## src/rtl/ulpi_rb_pkg.sv

```systemverilog
package ulpi_rb_pkg;

    localparam int DW   = 8;
    localparam int NCTL = 6;
    localparam int IDXW = $clog2(NCTL);

    localparam logic [5:0] ESC_ADDR = 6'h2F;

    typedef enum logic [3:0] {
        SEL_NONE,
        SEL_VID_L,
        SEL_VID_H,
        SEL_PID_L,
        SEL_PID_H,
        SEL_CTL,
        SEL_STAT,
        SEL_LATCH,
        SEL_DBG
    } sel_e;

    typedef enum logic [1:0] {
        OP_WR  = 2'd0,
        OP_SET = 2'd1,
        OP_CLR = 2'd2
    } op_e;

    // Base address of control triple i: five packed triples from 04h, scratch at 16h.
    function automatic logic [7:0] ctl_base(int i);
        if (i < 5) return 8'(4 + 3 * i);
        return 8'h16;
    endfunction

endpackage

```

## src/rtl/ulpi_rb_decode.sv

```systemverilog
module ulpi_rb_decode
    import ulpi_rb_pkg::*;
(
    input  logic [7:0]      addr,
    output sel_e            sel,
    output op_e             op,
    output logic [IDXW-1:0] idx
);

    logic [NCTL-1:0] hit;
    logic [1:0]      off [NCTL];

    for (genvar g = 0; g < NCTL; g++) begin : g_tri
        localparam logic [7:0] BASE = ctl_base(g);
        assign hit[g] = (addr >= BASE) && (addr <= BASE + 8'd2);
        assign off[g] = 2'(addr - BASE);
    end

    always_comb begin
        sel = SEL_NONE;
        op  = OP_WR;
        idx = '0;
        case (addr)
            8'h00:   sel = SEL_VID_L;
            8'h01:   sel = SEL_VID_H;
            8'h02:   sel = SEL_PID_L;
            8'h03:   sel = SEL_PID_H;
            8'h13:   sel = SEL_STAT;
            8'h14:   sel = SEL_LATCH;
            8'h15:   sel = SEL_DBG;
            default: sel = SEL_NONE;
        endcase
        for (int i = 0; i < NCTL; i++) begin
            if (hit[i]) begin
                sel = SEL_CTL;
                idx = IDXW'(i);
                op  = op_e'(off[i]);
            end
        end
    end

endmodule

```

## src/rtl/ulpi_rb_irq.sv

```systemverilog
module ulpi_rb_irq #(
    parameter int W = 8
) (
    input  logic         clk,
    input  logic         rst,
    input  logic [W-1:0] status_in,
    input  logic [W-1:0] rise_en,
    input  logic [W-1:0] fall_en,
    input  logic         clr,
    output logic [W-1:0] stat_o,
    output logic [W-1:0] latch_o
);

    typedef struct packed {
        logic [W-1:0] stat;
        logic [W-1:0] latch;
    } irq_t;

    irq_t         irq_d, irq_q;
    logic [W-1:0] ev;

    always_comb begin
        ev = (status_in & ~irq_q.stat & rise_en) | (~status_in & irq_q.stat & fall_en);
        irq_d.stat  = status_in;
        irq_d.latch = (clr ? '0 : irq_q.latch) | ev;
        if (rst) irq_d = '0;
    end

    always_ff @(posedge clk) irq_q <= irq_d;

    assign stat_o  = irq_q.stat;
    assign latch_o = irq_q.latch;

    AST_LATCH_HOLD: assert property (@(posedge clk) disable iff (rst)
        !clr |=> ((latch_o & $past(latch_o)) == $past(latch_o))) else $error("latch lost bit");
    AST_RISE_SETS: assert property (@(posedge clk) disable iff (rst)
        ((status_in & ~stat_o & rise_en) != '0) |=>
        ((latch_o & $past(status_in & ~stat_o & rise_en)) == $past(status_in & ~stat_o & rise_en)))
        else $error("rising edge not latched");
    AST_READ_CLEAR: assert property (@(posedge clk) disable iff (rst)
        (clr && status_in == stat_o) |=> (latch_o == '0)) else $error("latch not cleared");
    AST_STAT_SAMPLE: assert property (@(posedge clk) disable iff (rst)
        1'b1 |=> (stat_o == $past(status_in))) else $error("status sample wrong");

endmodule

```

## src/rtl/ulpi_phy_regbank.sv

```systemverilog
module ulpi_phy_regbank
    import ulpi_rb_pkg::*;
#(
    parameter logic [15:0] VENDOR_ID  = 16'h1A2B,
    parameter logic [15:0] PRODUCT_ID = 16'h0C3D,
    parameter logic [7:0]  FUNC_RST   = 8'h41,
    parameter logic [7:0]  IFC_RST    = 8'h00,
    parameter logic [7:0]  OTG_RST    = 8'h06
) (
    input  logic       clk,
    input  logic       rst,
    input  logic       cmd_valid,
    input  logic       cmd_write,
    input  logic [5:0] cmd_addr,
    input  logic [7:0] cmd_wdata,
    input  logic       ext_valid,
    input  logic [7:0] ext_addr,
    input  logic [7:0] status_in,
    input  logic [7:0] debug_in,
    output logic       rd_valid,
    output logic [7:0] rd_data,
    output logic [7:0] func_ctrl,
    output logic [7:0] iface_ctrl,
    output logic [7:0] otg_ctrl
);

    localparam int IER_IDX = 3;
    localparam int IEF_IDX = 4;

    typedef struct packed {
        logic                     pend;
        logic                     pend_wr;
        logic [NCTL-1:0][DW-1:0]  ctl;
        logic [DW-1:0]            rdata;
        logic                     rvalid;
    } bank_t;

    bank_t           bank_d, bank_q;
    logic            acc_go;
    logic            acc_wr;
    logic [7:0]      acc_addr;
    sel_e            dec_sel;
    op_e             dec_op;
    logic [IDXW-1:0] dec_idx;
    logic            latch_clr;
    logic [DW-1:0]   stat_v;
    logic [DW-1:0]   latch_v;

    ulpi_rb_decode i_decode (
        .addr (acc_addr),
        .sel  (dec_sel),
        .op   (dec_op),
        .idx  (dec_idx)
    );

    ulpi_rb_irq #(.W(DW)) i_irq (
        .clk       (clk),
        .rst       (rst),
        .status_in (status_in),
        .rise_en   (bank_q.ctl[IER_IDX]),
        .fall_en   (bank_q.ctl[IEF_IDX]),
        .clr       (latch_clr),
        .stat_o    (stat_v),
        .latch_o   (latch_v)
    );

    // Resolve the effective access: immediate command or escape-follow-up cycle.
    always_comb begin
        acc_go   = 1'b0;
        acc_wr   = 1'b0;
        acc_addr = '0;
        if (cmd_valid) begin
            if (cmd_addr != ESC_ADDR) begin
                acc_go   = 1'b1;
                acc_wr   = cmd_write;
                acc_addr = {2'b00, cmd_addr};
            end
        end else if (bank_q.pend && ext_valid) begin
            acc_go   = 1'b1;
            acc_wr   = bank_q.pend_wr;
            acc_addr = ext_addr;
        end
        latch_clr = acc_go && !acc_wr && (dec_sel == SEL_LATCH);
    end

    always_comb begin
        bank_d        = bank_q;
        bank_d.rvalid = 1'b0;
        bank_d.pend   = cmd_valid && (cmd_addr == ESC_ADDR);
        if (cmd_valid && cmd_addr == ESC_ADDR) bank_d.pend_wr = cmd_write;

        if (acc_go && acc_wr && dec_sel == SEL_CTL) begin
            case (dec_op)
                OP_SET:  bank_d.ctl[dec_idx] = bank_q.ctl[dec_idx] | cmd_wdata;
                OP_CLR:  bank_d.ctl[dec_idx] = bank_q.ctl[dec_idx] & ~cmd_wdata;
                default: bank_d.ctl[dec_idx] = cmd_wdata;
            endcase
        end

        if (acc_go && !acc_wr) begin
            bank_d.rvalid = 1'b1;
            case (dec_sel)
                SEL_VID_L: bank_d.rdata = VENDOR_ID[7:0];
                SEL_VID_H: bank_d.rdata = VENDOR_ID[15:8];
                SEL_PID_L: bank_d.rdata = PRODUCT_ID[7:0];
                SEL_PID_H: bank_d.rdata = PRODUCT_ID[15:8];
                SEL_CTL:   bank_d.rdata = bank_q.ctl[dec_idx];
                SEL_STAT:  bank_d.rdata = stat_v;
                SEL_LATCH: bank_d.rdata = latch_v;
                SEL_DBG:   bank_d.rdata = debug_in;
                default:   bank_d.rdata = '0;
            endcase
        end

        if (rst) begin
            bank_d        = '0;
            bank_d.ctl[0] = FUNC_RST;
            bank_d.ctl[1] = IFC_RST;
            bank_d.ctl[2] = OTG_RST;
        end
    end

    always_ff @(posedge clk) bank_q <= bank_d;

    assign rd_valid   = bank_q.rvalid;
    assign rd_data    = bank_q.rdata;
    assign func_ctrl  = bank_q.ctl[0];
    assign iface_ctrl = bank_q.ctl[1];
    assign otg_ctrl   = bank_q.ctl[2];

    AST_RESET_STATE: assert property (@(posedge clk)
        rst |=> (func_ctrl == FUNC_RST && iface_ctrl == IFC_RST && otg_ctrl == OTG_RST && !rd_valid))
        else $error("reset values wrong");
    AST_READ_LATENCY: assert property (@(posedge clk) disable iff (rst)
        (cmd_valid && !cmd_write && cmd_addr != ESC_ADDR) |=> rd_valid) else $error("read not answered");
    AST_ESC_NO_DATA: assert property (@(posedge clk) disable iff (rst)
        (cmd_valid && cmd_addr == ESC_ADDR) |=> !rd_valid) else $error("escape produced data");
    AST_SET_ORS: assert property (@(posedge clk) disable iff (rst)
        (cmd_valid && cmd_write && cmd_addr == 6'h05) |=>
        (func_ctrl == ($past(func_ctrl) | $past(cmd_wdata)))) else $error("set alias wrong");
    AST_CLR_MASKS: assert property (@(posedge clk) disable iff (rst)
        (cmd_valid && cmd_write && cmd_addr == 6'h06) |=>
        (func_ctrl == ($past(func_ctrl) & ~$past(cmd_wdata)))) else $error("clear alias wrong");
    AST_RSVD_WRITE: assert property (@(posedge clk) disable iff (rst)
        (cmd_valid && cmd_write && cmd_addr >= 6'h19 && cmd_addr <= 6'h2E) |=>
        ($stable(func_ctrl) && $stable(iface_ctrl) && $stable(otg_ctrl))) else $error("reserved write hit");

endmodule

```

## config.mk

```make
export PLATFORM = sky130hd
export DESIGN_NAME = ulpi_phy_regbank
export DESIGN_NICKNAME = d
export VERILOG_FILES = /design/src/rtl/ulpi_rb_pkg.sv /design/src/rtl/ulpi_rb_decode.sv /design/src/rtl/ulpi_rb_irq.sv /design/src/rtl/ulpi_phy_regbank.sv
export SDC_FILE = /design/constraint.sdc
export NUM_CORES = 1
export LEC_CHECK = 0
export ABC_AREA = 1
export BUFFER_PORTS_ARGS = -buffer_cell sky130_fd_sc_hd__buf_2
export CORE_MARGIN = 2
export CORE_UTILIZATION = 30
export CTS_BUF_LIST = sky130_fd_sc_hd__clkbuf_8
export DETAILED_ROUTE_END_ITERATION = 10
export PLACE_DENSITY_LB_ADDON = 0.05
export SETUP_SLACK_MARGIN = 0.3
export SKIP_LAST_GASP = 1
export SLEW_MARGIN = 20
export SYNTH_ARGS = -nofsm -noshare
export SYNTH_HDL_FRONTEND = slang
export SYNTH_SLANG_ARGS = --single-unit
```

## constraint.sdc

```tcl
create_clock -name clk -period 9.7 [get_ports clk]
set_clock_uncertainty 0.2 [all_clocks]
set_input_delay 1.94 -clock clk [delete_from_list [all_inputs] [get_ports clk]]
set_output_delay 1.94 -clock clk [all_outputs]
set_load 0.02 [all_outputs]
```

==> results of run 1 <==
## per-stage QoR
stage	std cells	hold WS (ns)	setup WS, ns	instance area, um^2
3_5_place_dp	1383	0.255	2.78	6710
4_1_cts	1399	0.269	3.16	6880
6_report	1399	0.266	3.15	6880
3_3_place_gp	1383	0.251	2.90	6710
5_1_grt	1399	0.286	2.72	6880
2_1_floorplan	1103	0.246	4.22	6390
## placed cells by master, fill, tap and decap left out, types with 3 or more instances in the layout
| cell type | count |
|---|---|
| a21oi_1 | 91 |
| a21oi_4 | 6 |
| a31oi_1 | 8 |
| buf_2 | 75 |
| buf_4 | 5 |
| clkbuf_8 | 9 |
| clkinv_1 | 7 |
| dfxtp_1 | 75 |
| ha_1 | 5 |
| inv_1 | 70 |
| inv_2 | 13 |
| inv_4 | 5 |
| nand2_1 | 397 |
| nand2_2 | 15 |
| nand3_1 | 53 |
| nand3_2 | 10 |
| nand3b_1 | 3 |
| nand4_1 | 32 |
| nor2_1 | 109 |
| nor2_2 | 3 |
| nor2_4 | 5 |
| nor3_1 | 3 |
| o211ai_1 | 3 |
| o21a_1 | 13 |
| o21ai_0 | 60 |
| o21ai_1 | 24 |
| o21ai_2 | 5 |
## cell families (layout without fill, tap and decap cells)
family / Yosys count / in the layout / share of synthesized area [%]
adders and majority gates: 6 / 6 / 1.18
DFF: 75 / 75 / 23.5
and+or+nand+nor: 640 / 640 / 43.8
AOI/OAI and AO/OA: 212 / 212 / 18.9
buffers and inverters: 170 / 191 / 12.6
## worst max-delay path: cells and delay by family
kind	cells	cell delay [ns]
and+or+nand+nor	9	1.28
adders and majority gates	2	0.87
AOI/OAI and AO/OA	3	1.21
buffers and inverters	5	1.30
## layer usage
layer	vias to the layer above	wire [um]
li1	3579	-
met1	3074	11900
met2	163	10300
met3	22	1060
met4	0	401
met5	-	0
## final cells by class
cell class / instances / area (um^2) / share of cell area, %
Clock buffer: 9 / 124 / 1.80
Tap cell: 275 / 344 / 5.00
Inverter: 95 / 369 / 5.36
Sequential cell: 75 / 1500 / 21.8
Timing Repair Buffer: 80 / 413 / 6.00
Multi-Input combinational cell: 858 / 4080 / 59.3
Clock inverter: 7 / 51.3 / 0.745
## where the power goes
group	total [mW]	internal, mW	switching [mW]
registers	0.338	0.324	0.0139
logic	0.345	0.0961	0.249
clock network	0.239	0.0943	0.144
total	0.921	0.514	0.407
## final timing paths
kind                 to  startpoint  slack, ns  depth (start not counted)
max           flip-flop   cmd_valid       3.15                         19
min          rd_data[5]  rd_data[5]       0.27                          2
max reg2reg   flip-flop  bank_q[58]       4.50                         19
min reg2reg  rd_data[5]  rd_data[5]       0.27                          2
==> results.ini, run 1 <==
[global_routing]
first_global_vias=6537
grtUsageMet2_pct=33.8
gr-total-overflow=0
grt-busiest-layer=met2
antenna_found_initial=0
grt_pass1_wl_um=37600
grtUsageMet3_pct=3.23
grt_util_met1_pct=31.0
grt_max_degree=49
grt_usage_pct=21.6

[floorplanning]
row_count=53
die_area_um2=22500
die_y_um=150
core-area_um2=21000
io_pins=76
die_x_um=150
initial_core_util_pct=30.5

[timing]
rsz0062_at_grt=no
period_needed_ns=6.55
tightestPinTransition_ns=1.08
timing.final.crit_share_pct=67.5
timing.final.hold_violations=0
relSlewSlack_pct=27.9
tns_ns=0
finalMaxSlewViolations=0
setup_viol=0
fmax_mhz=153

[logic_synthesis]
netlist_instances=1103
synthTopCellsByArea=dfxtp_1 24%, nand2_1 23%, a21oi_1 7.1%
yosysSeqAreaShare_pct=23.5
ys.flop_type=dfxtp_1
synth-edff-count=0
synthTopCellsByCount=397 x nand2_1, 109 x nor2_1, 91 x a21oi_1, 75 x dfxtp_1, 71 x inv_1
yosysWarnings=0
syn_area_per_cell_um2=5.79
synthArstFlopShare_pct=0
synth-seq-cells=75
yosysMostFrequentCell=nand2_1
synth_top_area_share_pct=23.5
synth_cell_type_count=38
synth_nets=1152
synth_area_um2=6390
synth_largest_area_cell=dfxtp_1

[cts]
clock_latency_ns=0.39
cts_made_buffers=9
cts_tree=done
post_cts_buffers=0
root_buffer=clkbuf_8
clock_sinks=75
clockBufferDepth=2
hold_buffers=0
cts.clk_slew.worst_paths_ns=0.09
cts_resized=0
h-tree-depth=3

[setup_path]
cpMostUsedCell=nand2_1
critPathKind=primary input to flip-flop
cp_cell_sequence=buf_2 -> nor2_4 -> nand2_1 -> nand2_2 -> inv_2 -> ha_1 -> nand2_1 -> nand2_1 -> nand3_2 -> inv_2 -> a21oi_1 -> nand3_1 -> o21ai_0 -> ha_2 -> buf_4 -> nand2_1 -> inv_1 -> nor2_1 -> a21oi_1
required_ns=9.81
crit_arrival_ns=6.66
cp-end-kind=flip-flop
cp_slowest_stage_delay_ns=0.91
critPathSlowestCell=a21oi_1
worstPathMaxFanout=26
start_kind=primary input

[final_layout]
fill_cells=2471
finish.utilization_pct=32.9
drive_gt1_share_pct=14.9
nets=1168
antenna_cells=0
syn2layout_area_growth_pct=7.80

[placement]
hpwl_um=17400
gp_congestion=0.845
port_buffers=75

[detailed_routing]
ant_nets=0
drt_wl_total_um=23600
drtIter0Drc=370
avgRoutedWirePerCell_um=16.9
via_count=6838
drt_pass1_iterations=5
avgViaCountPerCell=4.89
remaining_drc_errors=0

[power_and_ir_drop]
power.density_nw_per_um2=134
total_power_mw=0.921
ir_drop_mv=0.0581
cellLeakagePower_nw=3.11

[flow_run]
drv_cap=0

[hold_path]
hold_path.class=flip-flop to flip-flop

[outcome]
outcome=finished clean

Power figures use the tool's default switching activity.
==> run 2: changes to the inputs <==
--- a/config.mk
+++ b/config.mk
@@ -5,7 +5,7 @@
 export SDC_FILE = /design/constraint.sdc
 export NUM_CORES = 1
 export LEC_CHECK = 0
-export ABC_AREA = 1
+export ABC_AREA = 0
 export BUFFER_PORTS_ARGS = -buffer_cell sky130_fd_sc_hd__buf_2
 export CORE_MARGIN = 2
 export CORE_UTILIZATION = 30
==> constraint.sdc (replaced) <==
create_clock -name clk -period 5.8 [get_ports clk]
set_clock_uncertainty 0.2 [all_clocks]
set_input_delay 1.16 -clock clk [delete_from_list [all_inputs] [get_ports clk]]
set_output_delay 1.16 -clock clk [all_outputs]
set_load 0.02 [all_outputs]
==> run 2 against run 1 <==
  * Hold slack gained 0.031 ns
  * Sequential cell count unchanged
  * Die area fell by 5.0%
  * Critical path depth did not move
  * Final cell count decreased by 19%
  * Power increased by 62%
  * Sequential power grew 63%
  * Clock power is 100% higher
  * Routed wire length increased by 13%
  * Clock-buffer cell count up 1
  * First-iteration DRC count is 100% higher
==> results.ini, run 2 <==
[placement]
port_buffers=75
hpwl_um=20100
gp_congestion=0.902
placed_area_um2=6620

[setup_path]
start_kind=primary input
worstPathMaxFanout=26
cp_cell_sequence=clkbuf_4 -> nand4b_4 -> and2_1 -> nor2_2 -> inv_1 -> ha_1 -> a41oi_1 -> a21oi_1 -> nand3_1 -> o21ai_0 -> and3b_1 -> o21ai_0 -> nand3_1 -> ha_1 -> buf_4 -> nor2_1 -> nand3_1 -> or3_1 -> o22ai_1
cp-end-kind=flip-flop
cpMostUsedCell=nand3_1
crit_arrival_ns=5.18
critPathSlowestCell=or3_1
critPathKind=primary input to flip-flop
required_ns=5.89
cp_slowest_stage_delay_ns=0.48

[timing]
rsz0062_at_grt=no
timing.final.crit_share_pct=87.9
tns_ns=0
tightestPinTransition_ns=0.961
period_needed_ns=5.10
fmax_mhz=196
finalMaxSlewViolations=0
timing.final.hold_violations=0
setup_viol=0
relSlewSlack_pct=35.9

[detailed_routing]
drt_pass1_iterations=5
remaining_drc_errors=0
avgRoutedWirePerCell_um=23.7
avgViaCountPerCell=6.11
drtIter0Drc=744
drt_wl_total_um=26700
via_count=6888
ant_nets=0

[floorplanning]
die_y_um=146
core-area_um2=19700
initial_core_util_pct=30.8
die_area_um2=21400
die_x_um=146
row_count=51
io_pins=76

[logic_synthesis]
synthTopCellsByCount=97 x nand2_1, 75 x dfxtp_1, 74 x a21oi_1, 65 x nor2_1, 48 x o21ai_0
yosysWarnings=0
ys.flop_type=dfxtp_1
yosysMostFrequentCell=nand2_1
synth_top_area_share_pct=24.8
synth_area_um2=6060
synthArstFlopShare_pct=0
syn_area_per_cell_um2=7.43
synthTopCellsByArea=dfxtp_1 25%, a21oi_1 6.1%, nand2_1 6.0%
synth-edff-count=0
synth_largest_area_cell=dfxtp_1
yosysSeqAreaShare_pct=24.8
synth_cell_type_count=88
synth_nets=865
synth-seq-cells=75
netlist_instances=816

[global_routing]
grt_usage_pct=24.6
antenna_found_initial=0
first_global_vias=6616
grt_pass1_wl_um=40800
gr-total-overflow=0
grt_max_degree=61

[cts]
cts_made_buffers=9
clock_latency_ns=0.37
hold_buffers=0
root_buffer=clkbuf_8
h-tree-depth=3
cts_tree=done
clock_sinks=75
clockBufferDepth=2
cts.clk_slew.worst_paths_ns=0.08
post_cts_buffers=0

[hold_path]
hold_path.class=flip-flop to flip-flop

[final_layout]
syn2layout_area_growth_pct=13.0
layout_common_cells=97 x nand2_1, 75 x dfxtp_1, 74 x a21oi_1, 74 x buf_2, 64 x nor2_1
final_common_cell=nand2_1
antenna_cells=0
drive_gt1_share_pct=20.0
fin_area_um2=6850
nets=907

[flow_run]
drv_cap=0

[power_and_ir_drop]
cellLeakagePower_nw=2.51
ir_drop_mv=0.0920
power.density_nw_per_um2=218

[outcome]
outcome=finished clean

-- run 2: kinds of logic (layout without fill, tap and decap cells) --
family / after synthesis / count (layout) / synth area share, %
multiplexers: 16 / 16 / 2.68
flip-flops: 75 / 75 / 24.8
adder cells (fa/ha/maj): 6 / 6 / 1.24
AO/OA/AOI/OAI: 307 / 307 / 35.7
XOR/XNOR: 2 / 2 / 0.289
buffers and inverters: 102 / 149 / 8.96
AND/OR/NAND/NOR: 308 / 308 / 26.4
-- run 2: critical path, delay by kind of cell --
family,cells,cell delay [ns]
AND/OR/NAND/NOR,9,2.05
adder cells (fa/ha/maj),2,0.60
AO/OA/AOI/OAI,5,0.81
buffers and inverters,3,0.56
-- run 2: cell type report --
class / count / area [um^2]
clock buffers: 10 / 138
well taps: 265 / 332
repair buffers: 118 / 713
fillers: 2151 / 12800
multi-input cells: 639 / 4020
flip-flops and latches: 75 / 1500
inverters: 15 / 56.3
clock inverters: 6 / 87.6
-- run 2: per-layer routing --
metal	share of wire (%)	vias up	GRT usage (%)
met4	2.6	0	7.57
li1	-	3166	-
met3	7.5	34	3.91
met2	43	315	37.0
met1	47	3373	35.9
met5	0	-	0
-- run 2: path summary, 6_finish.rpt --
path	from	endpoint	slack (ns)	depth (start not counted)
worst max register to register	bank_q[58]	flip-flop	1.25	18
worst min register to register	i_irq.latch_o[3]	i_irq.latch_o[3]	0.30	2
worst min-delay path	i_irq.latch_o[3]	i_irq.latch_o[3]	0.30	2
worst max-delay path	cmd_valid	flip-flop	0.70	19
-- run 2: timing repair --
| item | 4_1_cts | 5_1_grt |
|---|---|---|
| endpoints found under the setup margin | 0 | 11 |
| gates resized for setup | 0 | 3 |
| hold endpoints to repair | 0 | 0 |
-- run 2: power by group --
group          internal (mW)  total [mW]  switching [mW]
registers              0.531       0.550          0.0189
logic                  0.153       0.465           0.311
clock network          0.255       0.481           0.226
total                  0.940        1.50           0.556
-- run 2: through the flow --
stage | hold slack, ns | instances | setup slack [ns] | util (%) | total power, mW
finish | 0.297 | 1128 | 0.705 | 34.9 | 1.50
global placement | 0.266 | 1112 | 0.376 | 33.7 | 1.02
detailed placement | 0.281 | 1112 | 0.219 | 33.7 | 1.02
global route | 0.326 | 1128 | 0.397 | 34.9 | 1.57
floorplan | 0.254 | 816 | 0.393 | - | 0.852
CTS | 0.299 | 1128 | 0.611 | 34.8 | 1.51
==> run 3: changes to the inputs <==
--- a/config.mk
+++ b/config.mk
@@ -12,6 +12,7 @@
 export CTS_BUF_LIST = sky130_fd_sc_hd__clkbuf_8
 export DETAILED_ROUTE_END_ITERATION = 10
 export PLACE_DENSITY_LB_ADDON = 0.05
+export RECOVER_POWER = 25
 export SETUP_SLACK_MARGIN = 0.3
 export SKIP_LAST_GASP = 1
 export SLEW_MARGIN = 20
==> run 3 against run 2 <==
  * Clock-buffer cell count unchanged
  * Non-clock buffer count unchanged
  * Sequential cell count unchanged
  * Sequential power about the same
  * Critical path depth unchanged
  * Power down 0.20%
  * Combinational power about the same
  * The run now ends with capacitance limit, slew limit left
  * Die area unchanged
  * Utilization down 0.13 points
  * Routed wire length up 0.20%
  * Largest cell class unchanged
==> results.ini, run 3 (same netlist as run 2, synthesis figures left out) <==
[outcome]
outcome=finished, violations left
violations=capacitance limit, slew limit

[placement]
hpwl_um=20100
gp_congestion=0.902
port_buffers=75
place_inst=1112
placed_area_um2=6620

[cts]
cts_resized=0
cts_tree=done
root_buffer=clkbuf_8
cts.clk_slew.worst_paths_ns=0.08
post_cts_buffers=0
clock_sinks=75
hold_buffers=0
h-tree-depth=3
cts_made_buffers=9
clockBufferDepth=2
clock_latency_ns=0.37

[global_routing]
grt_max_degree=61
antenna_found_initial=0
grt_usage_pct=24.6
gr-total-overflow=0
grt_pass1_wl_um=40800
first_global_vias=6616

[final_layout]
final_common_cell=nand2_1
nets=907
antenna_cells=0
drive_gt1_share_pct=17.8
layout_common_cells=97 x nand2_1, 75 x dfxtp_1, 74 x a21oi_1, 64 x nor2_1, 56 x buf_2
layout.cells.non_filler=1128
fin_area_um2=6820
syn2layout_area_growth_pct=12.6

[detailed_routing]
ant_nets=0
drt_pass1_iterations=7
drtIter0Drc=717
via_count=6887
drt_wl_total_um=26700
remaining_drc_errors=0
avgRoutedWirePerCell_um=23.7
avgViaCountPerCell=6.11

[timing]
timing.final.hold_violations=0
relSlewSlack_pct=-105
tightestPinTransition_ns=3.07
rsz0062_at_grt=no
period_needed_ns=5.13
fmax_mhz=195
timing.final.crit_share_pct=88.5
tns_ns=0
finalMaxSlewViolations=61
setup_viol=0

[floorplanning]
die_x_um=146
core-area_um2=19700
initial_core_util_pct=30.8
die_y_um=146
io_pins=76
row_count=51
die_area_um2=21400

[setup_path]
start_kind=primary input
crit_arrival_ns=5.18
worstPathMaxFanout=26
cp-end-kind=flip-flop
critPathKind=primary input to flip-flop
required_ns=5.84

[hold_path]
hold_path.class=flip-flop to flip-flop

[flow_run]
drv_cap=1

[power_and_ir_drop]
cellLeakagePower_nw=2.43
ir_drop_mv=0.0914
power.density_nw_per_um2=219

[run 3: cell types whose count changed in the layout (fill, tap and decap cells not counted)]
cell,delta
buf_2,-18
clkbuf_1,+19
buf_4,-1
[run 3: worst paths after layout]
kind                            slack (ns)                to             start  cells past startpoint
worst min register to register        0.30  i_irq.latch_o[3]  i_irq.latch_o[3]                      2
worst max register to register        1.22         flip-flop        bank_q[58]                     18
worst max-delay path                  0.67         flip-flop         cmd_valid                     19
worst min-delay path                  0.30  i_irq.latch_o[3]  i_irq.latch_o[3]                      2
[run 3: stage by stage]
step	worst slack (ns)	hold slack [ns]	power, mW	utilization, %
floorplan	0.393	0.254	0.852	-
global placement	0.376	0.266	1.02	33.7
detailed placement	0.219	0.281	1.02	33.7
CTS	0.611	0.299	1.51	34.8
global route	0.373	0.326	1.57	34.7
finish	0.666	0.297	1.49	34.7
[run 3: where the power goes]
part           switching (mW)  internal, mW  total [mW]
clock network           0.224         0.255       0.479
registers              0.0190         0.531       0.550
logic                   0.312         0.152       0.464
[run 3: metal layers]
metal / routed length (um) / global-route usage (%)
met5: 0 / 0
met4: 662 / 7.57
met3: 1990 / 3.91
met2: 11400 / 37.0
met1: 12700 / 35.9
[run 3: layout make-up]
class	instances	area, um^2
sequential	75	1500
inverter	15	56.3
clock inverter	6	87.6
fill	2162	12800
tap	265	332
clock buffer	10	138
multi-input combinational	639	4020
timing repair buffer	118	687
[run 3: critical path, stage by stage]
cell and delay, ns:
clkbuf_4 0.23, nand4b_4 0.25, and2_1 0.20, nor2_2 0.18
inv_1 0.13, ha_1 0.25, a41oi_1 0.26, a21oi_1 0.13
nand3_1 0.11, o21ai_0 0.09, and3b_1 0.20, o21ai_0 0.19
nand3_1 0.12, ha_1 0.35, buf_4 0.19, nor2_1 0.14
nand3_1 0.36, or3_1 0.48, o22ai_1 0.14
